$ cat src/rtl/irq_ack_pkg.sv
package irq_ack_pkg;
   typedef enum logic [0:0] {
      ST_IDLE = 1'b0,
      ST_ACK  = 1'b1
   } ack_state_e;

   typedef enum logic [1:0] {
      TERM_NONE = 2'd0,
      TERM_DATA = 2'd1,
      TERM_AUTO = 2'd2,
      TERM_ERR  = 2'd3
   } term_e;
endpackage

$ cat src/rtl/irq_level_sampler.sv
module irq_level_sampler #(
   parameter int LVL_W          = 3,
   parameter int SYNC_STAGES    = 2,
   parameter int STABLE_SAMPLES = 2
) (
   input  logic             clk,
   input  logic             rst_n,
   input  logic [LVL_W-1:0] pins_n,
   output logic [LVL_W-1:0] level,
   output logic             stable
);
   if (SYNC_STAGES < 2) begin : g_bad_sync
      $error("irq_level_sampler: SYNC_STAGES must be at least 2");
   end
   if (STABLE_SAMPLES < 2) begin : g_bad_stable
      $error("irq_level_sampler: STABLE_SAMPLES must be at least 2");
   end

   logic [LVL_W-1:0] sync_q [SYNC_STAGES];
   logic [LVL_W-1:0] hist_q [STABLE_SAMPLES];

   for (genvar s = 0; s < SYNC_STAGES; s++) begin : g_sync
      always_ff @(posedge clk or negedge rst_n) begin
         if (!rst_n)
            sync_q[s] <= '1;
         else if (s == 0)
            sync_q[s] <= pins_n;
         else
            sync_q[s] <= sync_q[(s == 0) ? 0 : s-1];
      end
   end

   for (genvar h = 0; h < STABLE_SAMPLES; h++) begin : g_hist
      always_ff @(posedge clk or negedge rst_n) begin
         if (!rst_n)
            hist_q[h] <= '1;
         else if (h == 0)
            hist_q[h] <= sync_q[SYNC_STAGES-1];
         else
            hist_q[h] <= hist_q[(h == 0) ? 0 : h-1];
      end
   end

   always_comb begin
      stable = 1'b1;
      for (int i = 1; i < STABLE_SAMPLES; i++) begin
         if (hist_q[i] != hist_q[0])
            stable = 1'b0;
      end
   end

   assign level = ~hist_q[0];
endmodule

$ cat src/rtl/irq_priority_gate.sv
module irq_priority_gate #(
   parameter int LVL_W = 3
) (
   input  logic [LVL_W-1:0] level,
   input  logic             stable,
   input  logic [LVL_W-1:0] mask,
   output logic             req
);
   localparam logic [LVL_W-1:0] TOP_LVL = '1;

   logic nonzero;
   logic beats_mask;

   assign nonzero    = (level != '0);
   assign beats_mask = (level == TOP_LVL) || (level > mask);
   assign req        = stable && nonzero && beats_mask;
endmodule

$ cat src/rtl/irq_ack_seq.sv
module irq_ack_seq
   import irq_ack_pkg::*;
#(
   parameter int LVL_W        = 3,
   parameter int FC_W         = 3,
   parameter int ADDR_W       = 24,
   parameter int VEC_W        = 8,
   parameter int AUTOVEC_BASE = 24,
   parameter int SPURIOUS_VEC = 24,
   parameter int RESET_MASK   = 7
) (
   input  logic              clk,
   input  logic              rst_n,
   input  logic              req,
   input  logic [LVL_W-1:0]  level,
   input  logic              insn_boundary,
   input  logic              mask_wr_en,
   input  logic [LVL_W-1:0]  mask_wr_val,
   input  logic [VEC_W-1:0]  data_in,
   input  logic              dtack_n,
   input  logic              vpa_n,
   input  logic              berr_n,
   output logic [FC_W-1:0]   fc_out,
   output logic [ADDR_W-1:0] addr_out,
   output logic              as_n,
   output logic              done,
   output logic [VEC_W-1:0]  done_vector,
   output logic [LVL_W-1:0]  done_old_mask,
   output logic [LVL_W-1:0]  mask
);
   localparam logic [VEC_W-1:0] AUTO_BASE_V = VEC_W'(AUTOVEC_BASE);
   localparam logic [VEC_W-1:0] SPUR_V      = VEC_W'(SPURIOUS_VEC);
   localparam logic [LVL_W-1:0] MASK_RST_V  = LVL_W'(RESET_MASK);

   if (ADDR_W <= LVL_W) begin : g_bad_addr
      $error("irq_ack_seq: ADDR_W must exceed LVL_W");
   end
   if (AUTOVEC_BASE + (1 << LVL_W) - 1 >= (1 << VEC_W)) begin : g_bad_vec
      $error("irq_ack_seq: auto-vector range exceeds VEC_W");
   end

   ack_state_e       state_q;
   logic [LVL_W-1:0] ack_lvl_q;
   term_e            term;
   logic [VEC_W-1:0] vec_sel;

   always_comb begin
      if (!berr_n)
         term = TERM_ERR;
      else if (!vpa_n)
         term = TERM_AUTO;
      else if (!dtack_n)
         term = TERM_DATA;
      else
         term = TERM_NONE;
   end

   always_comb begin
      unique case (term)
         TERM_ERR:  vec_sel = SPUR_V;
         TERM_AUTO: vec_sel = AUTO_BASE_V + VEC_W'(ack_lvl_q);
         TERM_DATA: vec_sel = data_in;
         default:   vec_sel = '0;
      endcase
   end

   always_comb begin
      as_n     = 1'b1;
      fc_out   = '0;
      addr_out = '0;
      if (state_q == ST_ACK) begin
         as_n               = 1'b0;
         fc_out             = '1;
         addr_out[LVL_W:1]  = ack_lvl_q;
      end
   end

   always_ff @(posedge clk or negedge rst_n) begin
      if (!rst_n) begin
         state_q       <= ST_IDLE;
         ack_lvl_q     <= '0;
         mask          <= MASK_RST_V;
         done          <= 1'b0;
         done_vector   <= '0;
         done_old_mask <= '0;
      end else begin
         done <= 1'b0;
         unique case (state_q)
            ST_IDLE: begin
               if (req && insn_boundary) begin
                  state_q   <= ST_ACK;
                  ack_lvl_q <= level;
               end else if (mask_wr_en) begin
                  mask <= mask_wr_val;
               end
            end
            ST_ACK: begin
               if (term != TERM_NONE) begin
                  state_q       <= ST_IDLE;
                  done          <= 1'b1;
                  done_vector   <= vec_sel;
                  done_old_mask <= mask;
                  mask          <= ack_lvl_q;
               end
            end
            default: state_q <= ST_IDLE;
         endcase
      end
   end
endmodule

$ cat src/rtl/irq_ack_unit.sv
module irq_ack_unit #(
   parameter int LVL_W          = 3,
   parameter int FC_W           = 3,
   parameter int ADDR_W         = 24,
   parameter int VEC_W          = 8,
   parameter int SYNC_STAGES    = 2,
   parameter int STABLE_SAMPLES = 2,
   parameter int AUTOVEC_BASE   = 24,
   parameter int SPURIOUS_VEC   = 24,
   parameter int RESET_MASK     = 7
) (
   input  logic              clk,
   input  logic              rst_n,
   input  logic [LVL_W-1:0]  irq_lvl_n,
   input  logic              insn_boundary,
   input  logic              mask_wr_en,
   input  logic [LVL_W-1:0]  mask_wr_val,
   output logic [FC_W-1:0]   fc_out,
   output logic [ADDR_W-1:0] addr_out,
   output logic              as_n,
   input  logic [VEC_W-1:0]  data_in,
   input  logic              dtack_n,
   input  logic              vpa_n,
   input  logic              berr_n,
   output logic              done,
   output logic [VEC_W-1:0]  done_vector,
   output logic [LVL_W-1:0]  done_old_mask,
   output logic [LVL_W-1:0]  mask_out
);
   logic [LVL_W-1:0] level;
   logic             stable;
   logic             req;

   irq_level_sampler #(
      .LVL_W          (LVL_W),
      .SYNC_STAGES    (SYNC_STAGES),
      .STABLE_SAMPLES (STABLE_SAMPLES)
   ) sampler_i (
      .clk    (clk),
      .rst_n  (rst_n),
      .pins_n (irq_lvl_n),
      .level  (level),
      .stable (stable)
   );

   irq_priority_gate #(
      .LVL_W (LVL_W)
   ) gate_i (
      .level  (level),
      .stable (stable),
      .mask   (mask_out),
      .req    (req)
   );

   irq_ack_seq #(
      .LVL_W        (LVL_W),
      .FC_W         (FC_W),
      .ADDR_W       (ADDR_W),
      .VEC_W        (VEC_W),
      .AUTOVEC_BASE (AUTOVEC_BASE),
      .SPURIOUS_VEC (SPURIOUS_VEC),
      .RESET_MASK   (RESET_MASK)
   ) seq_i (
      .clk           (clk),
      .rst_n         (rst_n),
      .req           (req),
      .level         (level),
      .insn_boundary (insn_boundary),
      .mask_wr_en    (mask_wr_en),
      .mask_wr_val   (mask_wr_val),
      .data_in       (data_in),
      .dtack_n       (dtack_n),
      .vpa_n         (vpa_n),
      .berr_n        (berr_n),
      .fc_out        (fc_out),
      .addr_out      (addr_out),
      .as_n          (as_n),
      .done          (done),
      .done_vector   (done_vector),
      .done_old_mask (done_old_mask),
      .mask          (mask_out)
   );
endmodule

$ cat config.mk
export PLATFORM = sky130hd
export DESIGN_NAME = irq_ack_unit
export DESIGN_NICKNAME = d
export VERILOG_FILES = /design/src/rtl/irq_ack_pkg.sv /design/src/rtl/irq_level_sampler.sv /design/src/rtl/irq_priority_gate.sv /design/src/rtl/irq_ack_seq.sv /design/src/rtl/irq_ack_unit.sv
export SDC_FILE = /design/constraint.sdc
export NUM_CORES = 1
export LEC_CHECK = 0
export ABC_AREA = 1
export BUFFER_PORTS_ARGS = -buffer_cell sky130_fd_sc_hd__buf_2
export CAP_MARGIN = 15
export CELL_PAD_IN_SITES_DETAIL_PLACEMENT = 1
export CELL_PAD_IN_SITES_GLOBAL_PLACEMENT = 1
export CORE_ASPECT_RATIO = 0.9
export CORE_UTILIZATION = 34
export CTS_CLUSTER_SIZE = 28
export DETAILED_ROUTE_END_ITERATION = 8
export GPL_ROUTABILITY_DRIVEN = 0
export PLACE_DENSITY = 0.88
export SYNTH_ARGS = -nofsm -noshare
export SYNTH_HDL_FRONTEND = slang
export SYNTH_SLANG_ARGS = --single-unit
$ cat constraint.sdc
create_clock -name clk -period 1.7 [get_ports clk]
set_input_delay 0.085 -clock clk [delete_from_list [all_inputs] [get_ports clk]]
set_output_delay 0.085 -clock clk [all_outputs]
set_load 0.02 [all_outputs]
After elaboration in Yosys (flattened, before gate mapping)
Cells that the tools add are included.
Cells by class
  $add $sub $neg: 1
  $lt $le $gt $ge: 1
  eq/ne operators: 8
  mux-type cells: 17
  bitwise logic cells: 2
  reductions and logical operators: 9
Operator list (count)
  $pmux 8 s3: 1
  $mux 3: 5
  $mux 1: 7
  $add 5x3->6 const A: 1
  $ne 2x2->1 const B: 3
  $pmux 3 s2: 1
  $eq 2x2->1 const B: 2
  $mux 2: 2
  $reduce_and 2->1: 2
  $eq 3x3->1 const B: 1
  $gt 3x3->1: 1
  $logic_and 1x1->1: 3
  $ne 3x3->1: 1
  $not 3->3: 1
  $reduce_and 3->1: 1
  $reduce_bool 3->1: 1
  $eq 2x1->1 const B: 1
  $pmux 1 s2: 1
  $reduce_bool 2->1: 1
  $logic_or 1x1->1: 1
  $not 1->1: 1
Storage, ports and cells
  register bits after elaboration: 31
  bits of input ports: 21
  output and inout port bits: 43
  logic and storage cells: 48

Longest topological paths before layout
  depth in word-level cells: 7
  gate-level depth with buffers: 10
  depth with buffers taken out: 10

Cells and area by module
A second synthesis with hierarchy kept.
Second synthesis, totals
  cell total of the unflattened synthesis: 172
  area, all modules: 1550.2 um^2
By module, submodules not included
  irq_ack_seq: instances 1, cells each 132, area each 1081.0 um^2, seq. area each 479.2 um^2
  irq_level_sampler: instances 1, cells each 23, area each 369.1 um^2, seq. area each 315.3 um^2
  irq_priority_gate: instances 1, cells each 17, area each 100.1 um^2, seq. area each 0.0 um^2

Worst setup path after synthesis
Ideal clock, no wire load.
  path kind: register to register
  start point: reg seq_i.mask[2]
  end point: reg seq_i.mask[0]
  library setup time: 0.061 ns
  arrival: 1.560 ns
  data required time: 1.639 ns
  setup slack: 0.079 ns
  cell stages (with the launch flop): 11
  period minus slack after synthesis: 1.621 ns
  path through: dfstp_2 -> inv_1 -> ha_1 -> a21oi_1 -> nand2_1 -> nand2_1 -> nand2_1 -> nand2_2 -> buf_6 -> nand4_1 -> nand2_1
Between the ends
  word-level cells in the longest chain between the ends: 6
RTL lines
  from (decl): RTL line irq_ack_seq.sv:29  | output logic [LVL_W-1:0] mask
  from (signal assigned): RTL line irq_ack_seq.sv:94  | mask <= mask_wr_val;
  from (signal assigned): RTL line irq_ack_seq.sv:103  | mask <= ack_lvl_q;
  $gt 3x3->1: RTL line irq_priority_gate.sv:15  | assign beats_mask = (level == TOP_LVL) || (level > mask);
  $logic_or 1x1->1: RTL line irq_priority_gate.sv:15
  $logic_and 1x1->1: RTL line irq_priority_gate.sv:16  | assign req = stable && nonzero && beats_mask;
  $logic_and 1x1->1: RTL line irq_ack_seq.sv:90  | if (req && insn_boundary) begin
  $ne 2x2->1 (no line)
  $reduce_and 3->1 (no line)
Every way passes these cells.
A chain may end at the register's enable or synchronous reset.

Worst setup path after layout
  start point: reg seq_i.mask[2]
  end point: reg seq_i.ack_lvl_q[2]
Between the ends
  word-level cells in the longest chain between the ends: 5
RTL lines
  $gt 3x3->1: RTL line irq_priority_gate.sv:15
  $logic_or 1x1->1: RTL line irq_priority_gate.sv:15
  $logic_and 1x1->1: RTL line irq_priority_gate.sv:16
  $logic_and 1x1->1: RTL line irq_ack_seq.sv:90
  $reduce_and 2->1 (no line)
  to (signal assigned): RTL line irq_ack_seq.sv:92  | ack_lvl_q <= level;
  to (decl): RTL line irq_ack_seq.sv:43  | logic [LVL_W-1:0] ack_lvl_q;
Every way passes these cells.

==> run metrics <==
WL/cell=12.53 um; core box area=4101 um^2; Design Area, Final=1879 um^2; Vias per Instance=4.388; multiplexer area fraction after synthesis=0%; final wirelength=3.234 mm; Slew headroom=53.31%; IO buf count=42; failing checks=DRC; PD cells=1265 nW/um^2; Pins Over Slew Limit=0; Die Y=64.15 um; final worst slack=0.1186 ns; post-route clock period utilization=93.03%; reg2reg start=seq_i.mask[2]; row count=22; Worst Path Required=1.87 ns; Top FF cell, synth=dfrtp_1; fill count=494; HP Class=primary input to flop; MaxCap Viol Count=0; Final min period=1.581 ns; die area=4558 um^2; R2R depth=10; EDFF count, synth=0; number of synthesis warnings=0; largest family of logic cells by synthesized area=simple AND/OR/NAND/NOR gates; Max IR drop VDD=0.7052 mV; Mapped Area=1459 um^2; Sequential Area=794.5 um^2; first-pass GRT wire length=5.237 mm; top cell type's share of synthesized area=27.44%; Worst-Margin Slew=0.7004 ns; footprint of the multi-input gates=539.3 um^2; syn_area_per_cell=9.473 um^2; Yosys reg bits=31; clk_skew=0.006848 ns; clk root buf=clkbuf_8; post-place setup slack=-0.06726 ns; share of cells above drive strength 1=41.90%; clk_lat worst skew=0.29 ns; Ant. Diodes=0; total global routing overflow=0; CTS H-Tree Depth=2; antenna violations before repair=0; via count=1132; Synth area leader=dfrtp_1; vias in the first global route=1154; CP startpoint kind=flop; end-of-flow core utilization=45.82%; Initial Utilization=35.57%; synth unique cells=25; Setup TNS=0 ns; crit path capture=seq_i.ack_lvl_q[2]; Worst EP arrival=1.76 ns; Final Hold Viols=0; Worst-path clk slew=0.06 ns; final setup vio count=0; post-synthesis async set-or-reset flop share=100.0%; Post-Synth XOR/XNOR Area=0%; Die W=71.05 um; area grow syn2layout=28.82%; Clock Sinks=31; # nets final=233; DP HPWL=2.444 mm; status=finished with violations; Reg-to-Reg End=seq_i.ack_lvl_q[2]; GRT Overall Usage=15.62%; CTS tree=done; Crit Path Class=flop to flop; CP endpoint kind=flop; sequential cell area fraction in the yosys report=54.46%; Clock Tree Buf Depth=2; largest net degree at the start of global routing=32; Max Clock Freq=632.3 MHz; static leakage=1.020 nW; placed cell areas=1663 um^2; Synth Area in Compound Gates=6.690%; Cells after Synth=154; R2R setup slack=0.12 ns; CP max FO=6; CTS Buf Count=5; Post-Synth Adder-Cell Area=2.573%; Area contributors post-synth=dfrtp_1 27%, dfstp_2 27%, buf_4 12%, nand2_1 10%, inv_1 3.1%; simple logic cell fraction of the synthesized area=19.30%; Worst Setup SP=seq_i.mask[2]; IO Pins=64; DRC viols=7; post-route ant nets=0; first drt pass iteration count=6; initial drt markers=58
[cell usage after synthesis (all sizes together), types with 2 or more instances]
library cell and instances:
nor2 11, nand3 7, nand2 41, dfstp 15
dfrtp 16, ha 3, inv 14, or2 2
nand4 3, a22o 3, o21ai 5, a31oi 3
buf 25
[layout by cell type, fill, tap and decap left out]
master / n
inv_1: 9
clkbuf_8: 6
a21oi_2: 1
nand3_2: 1
buf_4: 6
nand3b_1: 1
o21ai_1: 3
ha_1: 1
a22o_1: 3
nor2_1: 10
nand4_1: 3
buf_2: 42
inv_2: 5
nand2_1: 37
or2_2: 1
o211ai_2: 1
o32a_1: 1
nand3_1: 6
nor3_1: 1
dfrtp_1: 16
dlygate4sd3_1: 4
conb_1: 21
a31oi_1: 3
nor2_2: 1
or2_0: 1
o21ai_0: 2
nand2_4: 1
nand2_2: 3
ha_4: 2
buf_12: 1
dfstp_2: 15
bufinv_16: 1
clkinv_2: 1
[cell type report]
cell class                      count  area share (%)
Sequential cell                    31           42.28
Multi-Input combinational cell    104           28.70
Timing Repair Buffer               53           16.78
Clock buffer                        6           4.394
Tap cell                           48           3.196
Inverter                           14           2.796
Clock inverter                      2           1.864
[flip-flops by register name (all words and copies together) (netlist names)]
register / flops
sampler_i.hist_q: 6
sampler_i.sync_q: 6
seq_i.ack_lvl_q: 3
seq_i.done: 1
seq_i.done_old_mask: 3
seq_i.done_vector: 8
seq_i.mask: 3
seq_i.state_q: 1
[logic make-up (layout without fill, tap and decap cells)]
| family | count (synthesis) | in the layout |
|---|---|---|
| buf+inv | 39 | 75 |
| flops | 31 | 31 |
| compound gates | 14 | 14 |
| simple gates | 66 | 66 |
| fa+ha+maj | 3 | 3 |
| other cells | 1 | 21 |
[per-layer routing]
layer | track usage (%) | part of all wire (%) | vias to the layer above
li1 | - | - | 558
met3 | 6.625 | 6.5 | 3
met5 | 0 | 0 | -
met4 | 5.250 | 1.2 | 0
met1 | 17.43 | 42 | 529
met2 | 26.80 | 51 | 42
[per-stage QoR]
step                      hold WS (ns)  cells  power [mW]
after floorplan                -0.2106    174       1.411
after global placement          0.1514    244       1.573
after detailed placement        0.1616    244       1.598
after CTS                      0.01326    256       2.380
after global routing           0.02400    258       2.504
final                          0.02214    258       2.378
[power breakdown]
part           internal (mW)  switching [mW]  leakage, nW  total, mW
combinational          0.233           0.390        0.602      0.623
sequential             0.908          0.0937        0.357       1.00
clock                  0.474           0.278       0.0612      0.752
[critical path, cell delays in order (launching register included)]
cell and delay [ns]:
dfstp_2 0.54, inv_2 0.05, ha_4 0.27, nand3b_1 0.09, nand2_1 0.07, nand2_1 0.06, nand2_2 0.08, nand2_4 0.08
buf_12 0.14, nand2_2 0.04, o21ai_1 0.05
[how the worst min path moves through the flow]
stage | cells after the start | end | slack [ns] | from
global route | 2 | seq_i.done_vector[7] | 0.02 | data_in[7]
finish | 2 | seq_i.done_vector[7] | 0.02 | data_in[7]
floorplan | 0 | seq_i.ack_lvl_q[0] | -0.21 | rst_n
global placement | 1 | seq_i.done_vector[5] | 0.15 | rst_n
CTS | 2 | seq_i.done_vector[7] | 0.01 | data_in[7]
detailed placement | 1 | seq_i.done_vector[7] | 0.16 | rst_n
[timing repair]
action                                  in CTS  in global routing
resized for setup                            3                  7
hold endpoints to repair                    19                  0
pin swaps                                    1                  6
buffers inserted                             0                  2
hold buffers                                 4                  0
endpoints found under the setup margin       7                  7
gates cloned                                 0                  0
No activity file was read; power rests on OpenSTA's default activity.
